==> config.mk <==
export PLATFORM = sky130hd
export DESIGN_NAME = wb_disk_port
export DESIGN_NICKNAME = d
export VERILOG_FILES = /design/src/rtl/dpp_pkg.sv /design/src/rtl/dp_select_pulse.sv /design/src/rtl/dp_byte_engine.sv /design/src/rtl/dp_status_view.sv /design/src/rtl/wb_disk_port.sv
export SDC_FILE = /design/constraint.sdc
export NUM_CORES = 1
export LEC_CHECK = 0
export CAP_MARGIN = 5
export CORE_ASPECT_RATIO = 1.5
export CORE_MARGIN = 4
export CORE_UTILIZATION = 24
export CTS_CLUSTER_SIZE = 12
export DETAILED_ROUTE_END_ITERATION = 8
export DONT_BUFFER_PORTS = 1
export GPL_TIMING_DRIVEN = 0
export SKIP_CTS_REPAIR_TIMING = 1
export SYNTH_ARGS = -nofsm -noshare
export SYNTH_HDL_FRONTEND = slang
export SYNTH_SLANG_ARGS = --single-unit
==> constraint.sdc <==
create_clock -name clk -period 2.45 [get_ports clk]
set_clock_uncertainty 0.1 [all_clocks]
set_input_delay 0.49 -clock clk [delete_from_list [all_inputs] [get_ports clk]]
set_output_delay 0.49 -clock clk [all_outputs]
set_load 0.01 [all_outputs]
==> src/rtl/dpp_pkg.sv <==
package dpp_pkg;

    typedef enum logic {
        DIR_TO_HOST = 1'b0,
        DIR_TO_CTL  = 1'b1
    } xfer_dir_e;

    typedef struct packed {
        logic msg_n;
        logic cd_n;
        logic busy_n;
        logic req_n;
        logic io_n;
    } ctl_lines_t;

    localparam int STAT_READY_BIT = 5;

    // Byte placed on the link while selecting: bit 0 low, all others high.
    function automatic logic [7:0] select_pattern();
        return 8'hFE;
    endfunction

    // Packs line levels and the inverted ready flag into the low status bits.
    function automatic logic [5:0] status_bits(input ctl_lines_t l, input logic ready);
        return {~ready, l.msg_n, l.cd_n, l.busy_n, l.req_n, l.io_n};
    endfunction

endpackage

==> src/rtl/dp_select_pulse.sv <==
module dp_select_pulse (
    input  logic clk,
    input  logic rst,
    input  logic start,
    input  logic busy_n,
    output logic sel_active
);
    logic sel_q;

    always_ff @(posedge clk) begin
        if (rst) begin
            sel_q <= 1'b0;
        end else if (start) begin
            sel_q <= 1'b1;
        end else if (!busy_n) begin
            sel_q <= 1'b0;
        end
    end

    assign sel_active = sel_q;
endmodule

==> src/rtl/dp_byte_engine.sv <==
module dp_byte_engine
    import dpp_pkg::*;
#(
    parameter int WORD_W = 16,
    parameter int BYTE_W = 8
) (
    input  logic              clk,
    input  logic              rst,
    input  logic              wr_word,
    input  logic [WORD_W-1:0] wdata,
    input  logic              rd_word,
    input  logic              busy_n,
    input  logic              req_n,
    input  logic              io_n,
    input  logic [BYTE_W-1:0] din,
    output logic              ack,
    output logic              drive_data,
    output logic [BYTE_W-1:0] byte_out,
    output logic              ready,
    output logic [WORD_W-1:0] rword
);
    localparam int LANES  = WORD_W / BYTE_W;
    localparam int IDX_W  = (LANES > 1) ? $clog2(LANES) : 1;
    localparam int BASE_W = (WORD_W > 1) ? $clog2(WORD_W) : 1;
    localparam logic [IDX_W-1:0] LAST_IDX = IDX_W'(LANES - 1);

    logic [WORD_W-1:0] wbuf_q;
    logic              wpend_q;
    logic [IDX_W-1:0]  idx_q;
    logic              ack_q;
    xfer_dir_e         dir_q;
    logic [WORD_W-1:0] rbuf_q;
    logic [WORD_W-1:0] rword_q;
    logic              ready_q;
    logic [BASE_W-1:0] lane_base;

    // Most significant lane goes first, so the lane runs opposite to the index.
    always_comb begin
        lane_base = BASE_W'((LANES - 1 - int'(idx_q)) * BYTE_W);
    end

    always_ff @(posedge clk) begin
        if (rst) begin
            wbuf_q  <= '0;
            wpend_q <= 1'b0;
            idx_q   <= '0;
            ack_q   <= 1'b0;
            dir_q   <= DIR_TO_HOST;
            rbuf_q  <= '0;
            rword_q <= '0;
            ready_q <= 1'b0;
        end else begin
            if (rd_word) begin
                ready_q <= 1'b0;
            end
            if (wr_word) begin
                wbuf_q  <= wdata;
                wpend_q <= 1'b1;
                idx_q   <= '0;
            end
            if (!ack_q) begin
                if (!req_n && !busy_n) begin
                    if (io_n) begin
                        if (wpend_q) begin
                            ack_q <= 1'b1;
                            dir_q <= DIR_TO_CTL;
                        end
                    end else begin
                        rbuf_q[lane_base +: BYTE_W] <= din;
                        ack_q <= 1'b1;
                        dir_q <= DIR_TO_HOST;
                    end
                end
            end else if (req_n) begin
                ack_q <= 1'b0;
                if (idx_q == LAST_IDX) begin
                    idx_q <= '0;
                    if (dir_q == DIR_TO_CTL) begin
                        wpend_q <= 1'b0;
                    end else begin
                        rword_q <= rbuf_q;
                        ready_q <= 1'b1;
                    end
                end else begin
                    idx_q <= idx_q + 1'b1;
                end
            end
        end
    end

    assign ack        = ack_q;
    assign drive_data = wpend_q && io_n && !busy_n;
    assign byte_out   = wbuf_q[lane_base +: BYTE_W];
    assign ready      = ready_q;
    assign rword      = rword_q;
endmodule

==> src/rtl/dp_status_view.sv <==
module dp_status_view
    import dpp_pkg::*;
#(
    parameter int WORD_W = 16
) (
    input  ctl_lines_t        lines,
    input  logic              ready,
    output logic [WORD_W-1:0] status
);
    always_comb begin
        status      = '0;
        status[5:0] = status_bits(lines, ready);
    end
endmodule

==> src/rtl/wb_disk_port.sv <==
module wb_disk_port
    import dpp_pkg::*;
#(
    parameter int WORD_W = 16,
    parameter int BYTE_W = 8
) (
    input  logic              clk,
    input  logic              rst,
    input  logic              cpu_wr,
    input  logic              cpu_rd,
    input  logic              cpu_addr,
    input  logic [WORD_W-1:0] cpu_wdata,
    output logic [WORD_W-1:0] cpu_rdata,
    input  logic [BYTE_W-1:0] port_din,
    output logic [BYTE_W-1:0] port_dout,
    output logic              port_doe,
    output logic              sel_n,
    output logic              ack_n,
    output logic              ctl_reset_pull,
    input  logic              busy_n,
    input  logic              req_n,
    input  logic              msg_n,
    input  logic              io_n,
    input  logic              cd_n
);
    localparam logic [BYTE_W-1:0] SEL_BYTE = BYTE_W'(select_pattern());

    logic              sel_active;
    logic              eng_ack;
    logic              eng_drive;
    logic [BYTE_W-1:0] eng_byte;
    logic              eng_ready;
    logic [WORD_W-1:0] eng_word;
    logic [WORD_W-1:0] stat_word;
    logic              rst_q;
    ctl_lines_t        lines;

    assign lines = '{msg_n: msg_n, cd_n: cd_n, busy_n: busy_n, req_n: req_n, io_n: io_n};

    always_ff @(posedge clk) begin
        rst_q <= rst;
    end

    dp_select_pulse u_sel (
        .clk       (clk),
        .rst       (rst),
        .start     (cpu_wr && cpu_addr),
        .busy_n    (busy_n),
        .sel_active(sel_active)
    );

    dp_byte_engine #(
        .WORD_W(WORD_W),
        .BYTE_W(BYTE_W)
    ) u_eng (
        .clk       (clk),
        .rst       (rst),
        .wr_word   (cpu_wr && !cpu_addr),
        .wdata     (cpu_wdata),
        .rd_word   (cpu_rd && !cpu_addr),
        .busy_n    (busy_n),
        .req_n     (req_n),
        .io_n      (io_n),
        .din       (port_din),
        .ack       (eng_ack),
        .drive_data(eng_drive),
        .byte_out  (eng_byte),
        .ready     (eng_ready),
        .rword     (eng_word)
    );

    dp_status_view #(
        .WORD_W(WORD_W)
    ) u_stat (
        .lines (lines),
        .ready (eng_ready),
        .status(stat_word)
    );

    assign sel_n          = ~sel_active;
    assign ack_n          = ~eng_ack;
    assign port_doe       = sel_active | eng_drive;
    assign port_dout      = sel_active ? SEL_BYTE : eng_byte;
    assign cpu_rdata      = cpu_addr ? stat_word : eng_word;
    assign ctl_reset_pull = rst_q;
endmodule

==> results of run 1 <==
[cell usage in the layout (no fill, tap or decap), types with 2 or more instances in the layout]
| master | n |
|---|---|
| nand2b_1 | 27 |
| clkbuf_1 | 5 |
| clkbuf_8 | 2 |
| mux2i_1 | 24 |
| nor2b_1 | 11 |
| nor3_1 | 3 |
| nor2_1 | 3 |
| inv_1 | 3 |
| mux2_2 | 5 |
| buf_4 | 2 |
| buf_2 | 8 |
| buf_6 | 3 |
| a21oi_1 | 37 |
| dfxtp_1 | 55 |
| clkbuf_16 | 5 |
| nand2_1 | 72 |
[power by group through the flow]
| stage | Combinational (mW) | Clock (mW) | Sequential (mW) |
|---|---|---|---|
| 5_1_grt | 0.145 | 0.883 | 0.929 |
| 6_report | 0.128 | 0.824 | 0.928 |
| 3_3_place_gp | 0.130 | 0 | 0.948 |
| 4_1_cts | 0.132 | 0.850 | 0.928 |
| 3_5_place_dp | 0.132 | 0 | 0.948 |
| 2_1_floorplan | 0.104 | 0 | 0.945 |
[layer usage]
layer / global-route usage / up-vias
li1: - / 906
met1: 0.110 / 840
met2: 0.184 / 49
met3: 0.0316 / 5
met4: 0.0342 / 0
met5: 0 / -
[registers in the layout (all words and copies together) (netlist names)]
name / count
u_eng.wbuf_q: 16
u_eng.idx_q: 1
u_eng.ack: 1
u_eng.wpend_q: 1
ctl_reset_pull: 1
u_eng.dir_q: 1
u_eng.ready: 1
u_sel.sel_active: 1
u_eng.rword: 16
u_eng.rbuf_q: 16
[layout make-up]
class,count,area (um2)
clock inverter,2,35.0
fill,1047,6990
inverter,4,15.0
buffer,21,130
clock buffer,6,139
multi-input combinational,195,1130
tap,115,144
sequential,55,1100
[stage by stage]
stage / std cells / setup WS [ps] / hold WS (ps)
floorplan: 275 / 647 / 332
global placement: 390 / 344 / 338
detailed placement: 390 / 350 / 342
CTS: 398 / 348 / 115
global route: 398 / 255 / 107
finish: 398 / 404 / 124
[worst max path at each step]
stage	from	endpoint	slack (ps)	depth (start not counted)
2_1_floorplan	cpu_addr	cpu_rdata[5]	650	4
3_3_place_gp	cpu_addr	cpu_rdata[5]	340	4
3_5_place_dp	cpu_addr	cpu_rdata[5]	350	4
4_1_cts	cpu_addr	cpu_rdata[5]	350	4
5_1_grt	cpu_addr	cpu_rdata[5]	260	4
6_report	cpu_addr	cpu_rdata[5]	400	4
[cell families after synthesis]
logic type / count (synthesis) / synth area share
multiplexers: 29 / 0.125
buffers and inverters: 25 / 0.0610
flip-flops: 55 / 0.463
AO/OA/AOI/OAI: 42 / 0.0937
AND/OR/NAND/NOR: 124 / 0.257
[worst reg2reg max path: cells and delay by family, from the launching register on]
| kind | cells | cell delay, ps |
|---|---|---|
| buf+inv | 2 | 290 |
| flops | 1 | 300 |
| mux | 1 | 180 |
| simple gates | 2 | 490 |
==> flow_metrics.tcl, run 1 <==
set metrics [dict create \
    grt_pass1_vias 1839 \
    reg2reg_from "u_eng.ack" \
    path_clk_slew_ps 70 \
    die_h_um 130 \
    switchingPower_mw 0.407 \
    io-pin-count 62 \
    synth_top_flop_cell "dfxtp_1" \
    nets 316 \
    yosysUniqueCellTypes 31 \
    synthCells 275 \
    overflow 0 \
    hold_depth 0 \
    power_mw 1.88 \
    cts_tree "built" \
    ff2ff_setup_slack_ps 1020 \
    drc 0 \
    fin_crit_sh 0.835 \
    cp_top_family "buffers and inverters" \
    setup_tns_ps 0 \
    viasPerCell 4.52 \
    cts_sinks 55 \
    drtIter0Drc 36 \
    grt_util_all_layers 0.102 \
    ys_seq_area_frac 0.463 \
    clock-root-buffer "clkbuf_16" \
    slew_headroom 0.685 \
    intPower_mw 1.47 \
    antenna_found_initial 0 \
    n_antenna_cell 0 \
    cp_max_fo 10 \
    rr_worst_depth 5 \
    initial_core_util 0.245 \
    rsz0062_at_grt "no" \
    hold_start "rst" \
    synth_seq_cells 55 \
    yosysTopAreaCellShare 0.463 \
    dr_wl_met2_mm 3.00 \
    yosysMostFrequentCell "nand2_1" \
    io_buffers 0 \
    synth_area_per_cell_um2 8.64 \
    yosysTopAreaCell "dfxtp_1" \
    p_comb_frac 0.068 \
    crit_chain "buf_2, clkbuf_1, nor2_1, a21oi_1" \
    maxSlewViolCount 0 \
    dr.pass1.iters 4 \
    p_leak_nw 1.01 \
    rr_endpoint "u_eng.rbuf_q[10]" \
    status "finished clean" \
    placed_area_mm2 0.00252 \
    worstPathRequired_ps 1860 \
    yosysWarnings 0 \
    highest_layer "met4" \
    worst_pin_slew_ps 473 \
    hpwlAfterDp_mm 4.58 \
    synthArstFlopShare 0 \
    cp-start-kind "input pin" \
    pwr_density_cell_mw_per_mm2 698 \
    synth-edff-count 0 \
    critPathSlowestCell "clkbuf_1" \
    route.vias.total 1800 \
    synth_nets 309 \
    critPathCaptureType "primary output" \
    synth_top_cells_by_area "dfxtp_1, nand2_1, mux2i_1, a21oi_1, nand2b_1" \
    drt.antenna.violating_nets 0 \
    die_w_um 89.3 \
    row_count 44 \
    cts.htree.levels 2 \
    core_mm2 0.00969 \
    final_area_mm2 0.00270 \
    hp-class "in -> reg" \
    gp_congestion 0.745 \
    max_cap_viol_count 0 \
    area_delta_synth_final_pct 13.4 \
    hold-path-endpoint "ctl_reset_pull" \
    crit_arrival_ps 1460 \
    slowest_delay_ps 380 \
    setup_violations 0 \
    irDropWorstVdd_mv 0.255 \
    grt_max_degree 17 \
    final_hold_viol_count 0 \
    cp_num_buf_inv 2 \
    utilization 0.278 \
    period_needed_ps 2050 \
    synth_commonest_cells "nand2_1, dfxtp_1, a21oi_1, nand2b_1, mux2i_1" \
    syn-cell-area_mm2 0.00238 \
    path_class "in -> out" \
    avgRoutedWirePerCell_um 14.5 \
    cts_buffers 5 \
    grt_pass1_wl_mm 9.00 \
    insertion_delay_ps 290 \
    wl_met1_mm 2.32 \
    route.met3.wl_um 416 \
    max_freq_ghz 0.489 \
    layout-drive-gt1-share 0.117 \
    seqPwrFrac 0.493 \
    cts_buffer_depth 2 \
    switching_share 0.216 \
    clock_power_share 0.438 \
    totalWireLength_mm 5.78 \
    die_area_mm2 0.0116 \
]
Power figures use the tool's default switching activity.
==> run 2: changes to the inputs <==
==> constraint.sdc (replaced) <==
create_clock -name clk -period 1.9 [get_ports clk]
set_clock_uncertainty 0.1 [all_clocks]
set_input_delay 0.38 -clock clk [delete_from_list [all_inputs] [get_ports clk]]
set_output_delay 0.38 -clock clk [all_outputs]
set_load 0.01 [all_outputs]
==> flow_metrics.tcl, run 2 (synthesis gave the netlist of run 1 again) <==
set metrics [dict create \
    hp-class "in -> reg" \
    antenna_found_initial 0 \
    layout-drive-gt1-share 0.113 \
    cts_buffers 5 \
    max_freq_ghz 0.599 \
    cp-start-kind "register" \
    grt_pass1_vias 1839 \
    route.vias.total 1782 \
    dr.pass1.iters 4 \
    period_needed_ps 1670 \
    status "finished clean" \
    insertion_delay_ps 290 \
    crit_arrival_ps 1190 \
    nets 315 \
    ff2ff_setup_slack_ps 460 \
    hold-path-endpoint "u_eng.wbuf_q[10]" \
    io-pin-count 62 \
    irDropWorstVdd_mv 0.329 \
    totalWireLength_mm 5.71 \
    io_buffers 0 \
    n_antenna_cell 0 \
    path_class "reg -> out" \
    max_cap_viol_count 0 \
    die_h_um 130 \
    row_count 44 \
    cts_buffer_depth 2 \
    final_common_cell "nand2_1" \
    worst_pin_slew_ps 461 \
    pwr_density_cell_mw_per_mm2 899 \
    die_area_mm2 0.0116 \
    core_mm2 0.00969 \
    viasPerCell 4.49 \
    hpwlAfterDp_mm 4.58 \
    grt_util_all_layers 0.102 \
    rr_worst_depth 6 \
    cts.htree.levels 2 \
    worstPathRequired_ps 1420 \
    layout_setup_ws_ps 231 \
    mostFrequentLayoutCells "nand2_1, dfxtp_1, a21oi_1" \
    setup_violations 0 \
    initial_core_util 0.245 \
    maxSlewViolCount 0 \
    crit_chain "clkinv_1, nand2_1" \
    cts_tree "built" \
    die_w_um 89.3 \
    slew_headroom 0.692 \
    clock-root-buffer "clkbuf_16" \
    rsz0062_at_grt "no" \
    drt.antenna.violating_nets 0 \
    critPathCaptureType "primary output" \
    cts_sinks 55 \
    cp_max_fo 8 \
    fin_crit_sh 0.878 \
    slowest_delay_ps 410 \
    drtIter0Drc 42 \
    area_delta_synth_final_pct 13.4 \
    hold_depth 2 \
    final_hold_viol_count 0 \
    overflow 0 \
    path_clk_slew_ps 70 \
    hold_start "cpu_wdata[10]" \
    reg2reg_from "u_eng.idx_q" \
    avgRoutedWirePerCell_um 14.4 \
    rr_endpoint "u_eng.rword[9]" \
    p_leak_nw 1.01 \
    place_ws_ps 19.7 \
    grt_pass1_wl_mm 9.00 \
    whs_ps 121 \
    drc 0 \
    critPathSlowestCell "dfxtp_1" \
    gp_congestion 0.745 \
    grt_max_degree 17 \
]
==> run 2: cell count changes in the layout (fill, tap and decap cells not counted) <==
| cell | before | now |
|---|---|---|
| buf_2 | 8 | 7 |
| clkbuf_1 | 5 | 4 |
| dlygate4sd3_1 | 0 | 1 |
==> run 2: cell type report <==
type                    instances  area, um2
inverters                       4       15.0
flip-flops and latches         55       1100
clock buffers                   6        139
fillers                      1046       6990
multi-input cells             195       1130
well taps                     115        144
repair buffers                  1       10.0
clock inverters                 2       35.0
plain buffers                  19        121
==> run 2: through the flow <==
step                cells   util  instance area [um2]  setup TNS (ps)  power (mW)
floorplan             275      -                 2380               0        1.35
global placement      390  0.260                 2520               0        1.39
detailed placement    390  0.260                 2520               0        1.39
CTS                   398  0.278                 2700           -13.9        2.46
global route          397  0.278                 2700               0        2.52
finish                397  0.278                 2700               0        2.42
==> run 2: worst max-delay path by stage <==
stage | start | to | slack, ps | depth (start not counted)
3_5_place_dp | cpu_addr | cpu_rdata[5] | 20 | 4
5_1_grt | u_sel.sel_active | port_dout[7] | 120 | 2
2_1_floorplan | cpu_addr | cpu_rdata[5] | 320 | 4
3_3_place_gp | cpu_addr | cpu_rdata[5] | 10 | 4
6_report | u_sel.sel_active | port_dout[7] | 230 | 2
4_1_cts | u_eng.idx_q | port_dout[4] | -8 | 4
==> run 2: layer usage <==
layer	wire length, um	up-vias	GRT usage
met5	0	-	0
met4	48	0	0.0342
met3	421	5	0.0316
met2	2980	47	0.184
met1	2260	825	0.110
li1	-	905	-
==> run 2: critical path: cells and delay by family (launching register included) <==
kind,cells,cell delay [ps]
and+or+nand+nor,1,210
buffers and inverters,1,280
DFF,1,410
==> run 2: where the power goes <==
part           total [mW]  switching [mW]  internal, mW
clock network        1.06           0.408         0.656
registers            1.20          0.0162          1.18
logic               0.165           0.101        0.0645
total                2.42           0.525          1.90
==> run 3: changes to the inputs <==
--- a/config.mk
+++ b/config.mk
@@ -5,13 +5,12 @@
 export SDC_FILE = /design/constraint.sdc
 export NUM_CORES = 1
 export LEC_CHECK = 0
-export CAP_MARGIN = 5
 export CORE_ASPECT_RATIO = 1.5
-export CORE_MARGIN = 4
 export CORE_UTILIZATION = 24
 export CTS_CLUSTER_SIZE = 12
 export DETAILED_ROUTE_END_ITERATION = 8
 export DONT_BUFFER_PORTS = 1
+export GPL_ROUTABILITY_DRIVEN = 1
 export GPL_TIMING_DRIVEN = 0
 export SKIP_CTS_REPAIR_TIMING = 1
 export SYNTH_ARGS = -nofsm -noshare
==> flow_metrics.tcl, run 3 (synthesis gave the netlist of run 1 again) <==
set metrics [dict create \
    initial_core_util 0.247 \
    viasPerCell 4.52 \
    cp-start-kind "register" \
    overflow 0 \
    route.vias.total 1794 \
    hold-path-endpoint "u_eng.wbuf_q[1]" \
    crit_arrival_ps 1230 \
    cts.htree.levels 2 \
    met3_usage 0.0364 \
    totalWireLength_mm 5.77 \
    hold_start "cpu_wdata[1]" \
    irDropWorstVdd_mv 0.370 \
    status "finished clean" \
    hpwlAfterDp_mm 4.63 \
    io_buffers 0 \
    worstPathRequired_ps 1420 \
    cp_top_family "flip-flops" \
    drt.antenna.violating_nets 0 \
    io-pin-count 62 \
    rr_endpoint "u_eng.rword[11]" \
    slew_headroom 0.663 \
    gp_congestion 0.716 \
    fin_crit_sh 0.898 \
    period_needed_ps 1710 \
    whs_ps 116 \
    cts_buffers 5 \
    cp_num_buf_inv 1 \
    die_area_mm2 0.0103 \
    max_cap_viol_count 0 \
    row_count 44 \
    final_area_mm2 0.00267 \
    dr.pass1.iters 4 \
    maxSlewViolCount 0 \
    setup_violations 0 \
    layout-drive-gt1-share 0.113 \
    grt_pass1_wl_mm 9.13 \
    final_hold_viol_count 0 \
    ff2ff_setup_slack_ps 470 \
    crit_chain "clkinv_1, nand2_1" \
    pwr_density_cell_mw_per_mm2 862 \
    drtIter0Drc 50 \
    cts_tree "built" \
    utilization 0.277 \
    rr_worst_depth 6 \
    n_antenna_cell 0 \
    mostFrequentLayoutCells "nand2_1, dfxtp_1, a21oi_1" \
    use_met1 0.111 \
    drc 0 \
    clock-root-buffer "clkbuf_16" \
    grt_max_degree 19 \
    core_mm2 0.00963 \
    worst_pin_slew_ps 506 \
    reg2reg_from "u_eng.idx_q" \
    hold_depth 2 \
    regArea_mm2 0.00110 \
    critPathCaptureType "primary output" \
    avgRoutedWirePerCell_um 14.5 \
    die_h_um 124 \
    rsz0062_at_grt "no" \
    cp_max_fo 8 \
    hp-class "in -> reg" \
    use_met2 0.233 \
    cts_sinks 55 \
    final_common_cell "nand2_1" \
    critPathSlowestCell "dfxtp_1" \
    nets 315 \
    cts_buffer_depth 2 \
    multiInputGateArea_mm2 0.00113 \
    grt_util_all_layers 0.116 \
    slowest_delay_ps 410 \
    die_w_um 83.3 \
    max_freq_ghz 0.586 \
    area_delta_synth_final_pct 12.3 \
    path_clk_slew_ps 70 \
    antenna_found_initial 0 \
    fillCellCount 1048 \
    path_class "reg -> out" \
    placed_area_mm2 0.00252 \
    insertion_delay_ps 290 \
    grt.busiest_layer "met2" \
    p_leak_nw 1.00 \
    grt_pass1_vias 1816 \
]
-- run 3: cell types whose count changed in the layout (fill, tap and decap cells not counted) --
cell       delta
inv_6         +2
bufinv_16     -1
clkbuf_8      -1
-- run 3: how the worst max path moves through the flow --
| stage | from | end | slack, ps | cells past startpoint |
|---|---|---|---|---|
| after global placement | cpu_addr | cpu_rdata[5] | -20 | 4 |
| after CTS | cpu_addr | cpu_rdata[5] | -40 | 4 |
| after detailed placement | cpu_addr | cpu_rdata[5] | -40 | 4 |
| final | u_sel.sel_active | port_dout[6] | 190 | 2 |
| after global routing | u_sel.sel_active | port_dout[7] | 80 | 2 |
| after floorplan | cpu_addr | cpu_rdata[5] | 320 | 4 |
-- run 3: area by class of cell --
cell class,count,share of cell area
inverters,4,0.00562
clock inverters,3,0.00843
multi-input cells,195,0.424
clock buffers,5,0.0469
plain buffers,19,0.0455
well taps,115,0.0539
repair buffers,1,0.00375
flip-flops and latches,55,0.412
-- run 3: stage by stage --
stage                     cells  setup slack [ps]  power (mW)  TNS, ps
after detailed placement    390             -36.6        1.40    -36.6
after global placement      390             -23.6        1.39    -23.6
after floorplan             275               317        1.35        0
after CTS                   398             -39.2        2.33    -63.2
after global routing        397              77.8        2.39        0
final                       397               193        2.30        0
-- run 3: power breakdown --
part / internal, mW / switching, mW / leakage (nW)
Sequential: 1.18 / 0.0162 / 0.446
Combinational: 0.0645 / 0.105 / 0.479
Clock: 0.497 / 0.440 / 0.0746
-- run 3: per-layer routing --
metal,part of all wire,vias up
li1,-,902
met1,0.37,838
met2,0.55,48
met3,0.065,6
met4,0.014,0
met5,0,-
